`src/rtl/sburst_pkg.sv`:
```
package sburst_pkg;

  typedef enum logic [1:0] {
    OP_IDLE  = 2'd0,
    OP_READ  = 2'd1,
    OP_WRITE = 2'd2
  } op_e;

  // low two address bits of a burst beat
  function automatic logic [1:0] burst_lsb(input logic [1:0] start,
                                           input logic [1:0] step,
                                           input logic       linear);
    logic [1:0] r;
    if (linear) r = start + step;
    else        r = start ^ step;
    return r;
  endfunction

endpackage

```
`src/rtl/sburst_addr.sv`:
```
module sburst_addr
  import sburst_pkg::*;
#(
  parameter int ADDR_W = 6
) (
  input  logic              clk,
  input  logic              rst_n,
  input  logic              en,
  input  logic              load,
  input  logic              adv,
  input  logic              linear_i,
  input  logic [ADDR_W-1:0] addr_i,
  output logic [ADDR_W-1:0] acc_addr_o
);

  localparam int HI_W = ADDR_W - 2;

  logic [HI_W-1:0] base_q, base_d;
  logic [1:0]      start_q, start_d;
  logic [1:0]      cnt_q, cnt_d;
  logic            upd;

  always_comb begin
    base_d  = base_q;
    start_d = start_q;
    cnt_d   = cnt_q;
    if (load) begin
      base_d  = addr_i[ADDR_W-1:2];
      start_d = addr_i[1:0];
      cnt_d   = 2'd0;
    end else if (adv) begin
      cnt_d = cnt_q + 2'd1;
    end
  end

  assign upd        = en & (load | adv);
  assign acc_addr_o = {base_d, burst_lsb(start_d, cnt_d, linear_i)};

  always_ff @(posedge clk or negedge rst_n) begin
    if (!rst_n) begin
      base_q  <= '0;
      start_q <= 2'd0;
      cnt_q   <= 2'd0;
    end else if (upd) begin
      base_q  <= base_d;
      start_q <= start_d;
      cnt_q   <= cnt_d;
    end
  end

  AST_CNT_HOLD: assert property (@(posedge clk) disable iff (!rst_n)
    (!en || (!load && !adv)) |=> $stable(cnt_q));
  AST_LOAD_CLEARS: assert property (@(posedge clk) disable iff (!rst_n)
    (en && load) |=> (cnt_q == 2'd0));

endmodule

```
`src/rtl/sburst_mem.sv`:
```
module sburst_mem #(
  parameter int ADDR_W = 6,
  parameter int BYTES  = 4,
  parameter int BYTE_W = 8
) (
  input  logic                    clk,
  input  logic [BYTES-1:0]        wr_be_i,
  input  logic [ADDR_W-1:0]       waddr_i,
  input  logic [BYTES*BYTE_W-1:0] wdata_i,
  input  logic [ADDR_W-1:0]       raddr_i,
  output logic [BYTES*BYTE_W-1:0] rdata_o
);

  localparam int WORDS = 1 << ADDR_W;

  for (genvar b = 0; b < BYTES; b++) begin : g_lane
    logic [BYTE_W-1:0] lane_q [WORDS];

    always_ff @(posedge clk) begin
      if (wr_be_i[b]) begin
        lane_q[waddr_i] <= wdata_i[b*BYTE_W +: BYTE_W];
      end
    end

    assign rdata_o[b*BYTE_W +: BYTE_W] = lane_q[raddr_i];
  end

endmodule

```
`src/rtl/sburst_rdpath.sv`:
```
module sburst_rdpath #(
  parameter int ADDR_W = 6,
  parameter int DATA_W = 32
) (
  input  logic              clk,
  input  logic              rst_n,
  input  logic              en,
  input  logic              rd_cmd_i,
  input  logic [ADDR_W-1:0] acc_addr_i,
  input  logic              pipe_i,
  input  logic              oe_n_i,
  input  logic              sleep_i,
  input  logic [DATA_W-1:0] mem_rdata_i,
  output logic [ADDR_W-1:0] raddr_o,
  output logic [DATA_W-1:0] dout_o,
  output logic              doe_o
);

  logic              st1_q, st1_d;
  logic              st2_q, st2_d;
  logic [ADDR_W-1:0] ra_q, ra_d;
  logic [DATA_W-1:0] dq_q, dq_d;
  logic              drive;

  always_comb begin
    st1_d = en & rd_cmd_i;
    st2_d = en & st1_q;
    ra_d  = (en & rd_cmd_i) ? acc_addr_i : ra_q;
    dq_d  = (en & st1_q) ? mem_rdata_i : dq_q;
  end

  always_ff @(posedge clk or negedge rst_n) begin
    if (!rst_n) begin
      st1_q <= 1'b0;
      st2_q <= 1'b0;
      ra_q  <= '0;
      dq_q  <= '0;
    end else begin
      st1_q <= st1_d;
      st2_q <= st2_d;
      ra_q  <= ra_d;
      dq_q  <= dq_d;
    end
  end

  assign raddr_o = ra_q;
  assign drive   = pipe_i ? st2_q : st1_q;
  assign dout_o  = pipe_i ? dq_q : mem_rdata_i;
  assign doe_o   = drive & ~oe_n_i & ~sleep_i;

  AST_SLEEP_QUIET: assert property (@(posedge clk) disable iff (!rst_n)
    sleep_i |=> !doe_o);

endmodule

```
`src/rtl/sburst_sram.sv`:
```
module sburst_sram
  import sburst_pkg::*;
#(
  parameter int ADDR_W = 6,
  parameter int BYTES  = 4,
  parameter int BYTE_W = 8
) (
  input  logic                    clk,
  input  logic                    rst_n,
  input  logic [ADDR_W-1:0]       addr_i,
  input  logic [BYTES*BYTE_W-1:0] din_i,
  output logic [BYTES*BYTE_W-1:0] dout_o,
  output logic                    doe_o,
  input  logic                    ce1_n_i,
  input  logic                    ce2_i,
  input  logic                    ce3_n_i,
  input  logic                    ld_pri_n_i,
  input  logic                    ld_sec_n_i,
  input  logic                    adv_n_i,
  input  logic                    gw_n_i,
  input  logic                    bw_n_i,
  input  logic [BYTES-1:0]        be_n_i,
  input  logic                    linear_i,
  input  logic                    pipe_i,
  input  logic                    oe_n_i,
  input  logic                    sleep_i
);

  localparam int DATA_W = BYTES * BYTE_W;

  logic              en, ld_pri, load, sel_now, wr_req, adv;
  logic              act_q, act_d;
  op_e               op;
  logic [BYTES-1:0]  wr_be;
  logic [ADDR_W-1:0] acc_addr, raddr;
  logic [DATA_W-1:0] rdata;

  // command decode
  always_comb begin
    en      = ~sleep_i;
    ld_pri  = ~ld_pri_n_i & ~ce1_n_i;
    load    = en & (ld_pri | ~ld_sec_n_i);
    sel_now = ~ce1_n_i & ce2_i & ~ce3_n_i;
    wr_req  = ~gw_n_i | ~bw_n_i;
    adv     = en & ~load & act_q & ~adv_n_i;
    act_d   = load ? sel_now : act_q;
  end

  always_comb begin
    op = OP_IDLE;
    if (en) begin
      if (load) begin
        if (sel_now) op = (ld_pri | ~wr_req) ? OP_READ : OP_WRITE;
      end else if (act_q) begin
        op = wr_req ? OP_WRITE : OP_READ;
      end
    end
  end

  always_comb begin
    wr_be = '0;
    if (op == OP_WRITE) begin
      if (!gw_n_i)      wr_be = '1;
      else if (!bw_n_i) wr_be = ~be_n_i;
    end
  end

  always_ff @(posedge clk or negedge rst_n) begin
    if (!rst_n) act_q <= 1'b0;
    else        act_q <= act_d;
  end

  sburst_addr #(.ADDR_W(ADDR_W)) u_addr (
    .clk        (clk),
    .rst_n      (rst_n),
    .en         (en),
    .load       (load),
    .adv        (adv),
    .linear_i   (linear_i),
    .addr_i     (addr_i),
    .acc_addr_o (acc_addr)
  );

  sburst_mem #(.ADDR_W(ADDR_W), .BYTES(BYTES), .BYTE_W(BYTE_W)) u_mem (
    .clk     (clk),
    .wr_be_i (wr_be),
    .waddr_i (acc_addr),
    .wdata_i (din_i),
    .raddr_i (raddr),
    .rdata_o (rdata)
  );

  sburst_rdpath #(.ADDR_W(ADDR_W), .DATA_W(DATA_W)) u_rd (
    .clk         (clk),
    .rst_n       (rst_n),
    .en          (en),
    .rd_cmd_i    (op == OP_READ),
    .acc_addr_i  (acc_addr),
    .pipe_i      (pipe_i),
    .oe_n_i      (oe_n_i),
    .sleep_i     (sleep_i),
    .mem_rdata_i (rdata),
    .raddr_o     (raddr),
    .dout_o      (dout_o),
    .doe_o       (doe_o)
  );

  AST_PRI_NO_WRITE: assert property (@(posedge clk) disable iff (!rst_n)
    (!sleep_i && !ld_pri_n_i && !ce1_n_i) |-> (wr_be == '0));
  AST_WR_NO_DRIVE: assert property (@(posedge clk) disable iff (!rst_n)
    (op == OP_WRITE && !pipe_i) |=> (pipe_i || !doe_o));
  AST_DESEL_OFF: assert property (@(posedge clk) disable iff (!rst_n)
    (load && !sel_now && pipe_i) |=> ##1 (!pipe_i || !doe_o));

endmodule

```
`config.mk`:
```
export PLATFORM = sky130hd
export DESIGN_NAME = sburst_sram
export DESIGN_NICKNAME = d
export VERILOG_FILES = /design/src/rtl/sburst_pkg.sv /design/src/rtl/sburst_addr.sv /design/src/rtl/sburst_mem.sv /design/src/rtl/sburst_rdpath.sv /design/src/rtl/sburst_sram.sv
export SDC_FILE = /design/constraint.sdc
export NUM_CORES = 2
export LEC_CHECK = 0
export BUFFER_PORTS_ARGS = -buffer_cell sky130_fd_sc_hd__buf_2
export CAP_MARGIN = 20
export CORE_MARGIN = 8
export CORE_UTILIZATION = 48
export DETAILED_ROUTE_END_ITERATION = 6
export PLACE_DENSITY = 0.65
export SLEW_MARGIN = 20
export SYNTH_ARGS = -nofsm -noshare
export SYNTH_HDL_FRONTEND = slang
export SYNTH_HIERARCHICAL = 1
export SYNTH_SLANG_ARGS = --single-unit
```
`constraint.sdc`:
```
create_clock -name clk -period 4.1 [get_ports clk]
set_input_delay 0.41 -clock clk [delete_from_list [all_inputs] [get_ports clk]]
set_output_delay 0.41 -clock clk [all_outputs]
set_load 0.02 [all_outputs]
```
==> run summary <==
Pleak - 32.0 nW
Routability cong. - 0.947
Vias - 42165
Final Max Slew Viols - 0
Final Hold Fails - 0
Layout cells sized above 1 - 0.359
Pre-CTS setup slack - 0.223 ns
Clk Tree Root Cell - clkbuf_16
GRT overflow - 0
Final Cell Area - 0.0980 mm^2
Synthesis-to-layout area growth - 19.1%
Num ports - 89
Maximum fanout along the worst path - 42
Synth Flop Type - edfxtp_1
Critical path class - flip-flop to output pin
Antenna violations before repair - 5
Final setup TNS - 0 ns
Final Critical Period - 4.07 ns
Critical Path Sink Type - output pin
Final wirelength - 225 mm
Top post-synthesis cells by count - 2048 x edfxtp_1, 507 x mux4_2, 259 x and2_1
Slew @ Worst Pin - 1.10 ns
Nets - 4474
Status - finished clean
Buffers on Ports - 88
Crit-path cells - buf_12 -> buf_4 -> mux4_2 -> o22ai_2 -> nor2_1 -> a21oi_2 -> nor2_1 -> mux2_2 -> buf_4
Worst skew pair latency - 0.87 ns
Core area - 0.171 mm^2
Syn avg cell area - 21.4 um^2
TritonRoute pass-1 iters - 6
Gr usage total - 0.239
Synthesis Warnings - 6
Top cells by area, synth - edfxtp_1 75%, mux4_2 14%, and2_1 2.0%, dfrtp_1 1.5%, mux2i_1 1.2%
DR WL/cell - 32.9 um
Worst VDD drop - 0.000455 V
Die Y-Extent - 430 um
Top cell type's share of synthesized area - 0.747
CTS buffer count - 208
Number of global-route vias before repair - 42342
Placed Area - 0.0887 mm^2
Largest stage delay, worst path - 0.61 ns
Synthesis-stage register bit count - 2097
CTS tree - yes
Final core utilization - 0.573
MaxCap Viol Count - 0
PnR worst setup slack - 0.0309 ns
FMAX - 0.246 GHz
Synth async-reset ratio - 0.0234
Number of flops mapped to enable cells by yosys - 2048
Largest net degree at the start of global routing - 68
Width of the die - 430 um
CTS max path bufs - 3
Vias/cell - 6.16
Netlist Area Pre-Place - 0.0823 mm^2
Post-synthesis sequential area ratio - 0.762
CTS clk-pin slew, worst paths - 0.06 ns
Worst Path Arrival - 3.66 ns
Startpoint types - flip-flop
H-tree depth - 4
Starting Density - 0.482
RSZ-0062 raised after global routing - yes
Clock Skews - 0.0555 ns
Slew headroom - 0.270
Syn Nets - 3910
WP data required - 3.69 ns
Placed cells - 6356
Worst Hold Class - input pin to flip-flop
DP HPWL - 148 mm
Final cell count without fillers - 6842
Synth cell types - 52
Final setup fails - 0
Final ANT Viol Nets - 0
Area leader, netlist - edfxtp_1
Global-route wire length before repair - 317 mm
Period utilization - 0.992
Most numerous cell in the Yosys netlist - edfxtp_1
Rows - 152
Die area - 0.185 mm^2
Initial DRC Count - 5142
Residual DRC - 0
Cells after Synth - 3853
Pwr/cell area - 619 mW/mm^2
Sink Count - 2097
CP max-delay cell - dfrtp_4
==> registers in the layout, summed over array words and instances (netlist names) <==
signal               count
u_rd/raddr_o             6
u_rd/st1_q               1
u_addr/start_q           2
u_rd/st2_q               1
u_mem/g_lane.lane_q   2048
u_addr/cnt_q             2
u_addr/base_q            4
u_rd/dq_q               32
act_q                    1
==> repair_timing <==
item / CTS / global route
pin swaps: 18 / 17
setup buffers: 42 / 21
resized for setup: 219 / 65
endpoints found under the hold margin: 64 / 0
setup endpoints to repair: 32 / 26
gates cloned: 11 / 3
hold buffers: 13 / 0
==> metal layers <==
layer  vias up  wire length (um)  global-route usage
li1      17166                 -                   -
met3       377             21200              0.0535
met5         -                 0                   0
met1     22534             88100               0.332
met4         0              8410              0.0830
met2      2088            107000               0.377
==> power breakdown <==
part	total (mW)	internal (mW)	switching, mW
registers	23.9	23.7	0.186
logic	17.8	8.14	9.62
clock network	19.0	10.9	8.14
total	60.7	42.7	17.9
==> cells in the final DEF (no fill, tap or decap), types with 14 or more instances in the layout <==
cell and n:
o21ai_2 17, buf_6 14, nor2_1 112, buf_2 76
o21ai_1 61, a21oi_1 29, a221oi_1 27, edfxtp_1 2048
buf_12 111, buf_4 337, buf_16 18, mux2_2 62
and2_1 255, mux2_4 33, clkinv_1 37, o22ai_1 46
clkinv_2 49, a221oi_2 21, mux4_2 507, bufinv_16 20
clkbuf_16 212, a21oi_2 14, mux2i_1 79, dfrtp_1 43
clkbuf_1 43, o221ai_1 15, nand2_1 60
==> layout make-up <==
class / count / area (um^2)
clock buffers: 263 / 5540
inverters: 8 / 42.5
fillers: 12330 / 72900
well taps: 2233 / 2790
repair buffers: 585 / 6230
clock inverters: 130 / 1340
flip-flops and latches: 2097 / 62700
multi-input cells: 1517 / 19300
diodes: 9 / 22.5
==> worst paths after layout <==
check                                                 to             from  depth (start not counted)  slack [ns]
max in group asynchronous                   u_rd/dq_q[1]            rst_n                          3        2.96
max reg2reg                u_mem/g_lane[0].lane_q[30][0]            act_q                         13        0.38
min in group asynchronous                  u_rd/dq_q[17]            rst_n                          2        0.11
max                                            dout_o[6]  u_rd/raddr_o[2]                          9        0.03
min reg2reg                                 u_rd/dq_q[5]     u_rd/dq_q[5]                          1        0.50
min                         u_mem/g_lane[0].lane_q[3][6]         din_i[6]                          1        0.07
==> critical path: cells and delay by family (launching register included) <==
family | cells | cell delay (ns)
AOI/OAI and AO/OA | 2 | 0.43
buffers and inverters | 3 | 0.80
DFF | 1 | 0.61
muxes | 2 | 0.67
and+or+nand+nor | 2 | 0.22
==> kinds of logic after synthesis <==
kind of cell,after synthesis,synth area share
XOR/XNOR,4,0.000426
AO/OA/AOI/OAI,309,0.0247
adder cells (fa/ha/maj),1,0.000152
flip-flops,2097,0.762
multiplexers,699,0.165
AND/OR/NAND/NOR,503,0.0329
buffers and inverters,240,0.0151
==> through the flow <==
step                      power [mW]  hold WS, ns
after floorplan                 33.7        0.114
after global placement          39.5        0.441
after detailed placement        39.6        0.447
after CTS                       60.6      0.00274
after global routing            62.4       0.0440
final                           60.7       0.0656
Note: power is estimated with default switching activity, not from simulation.
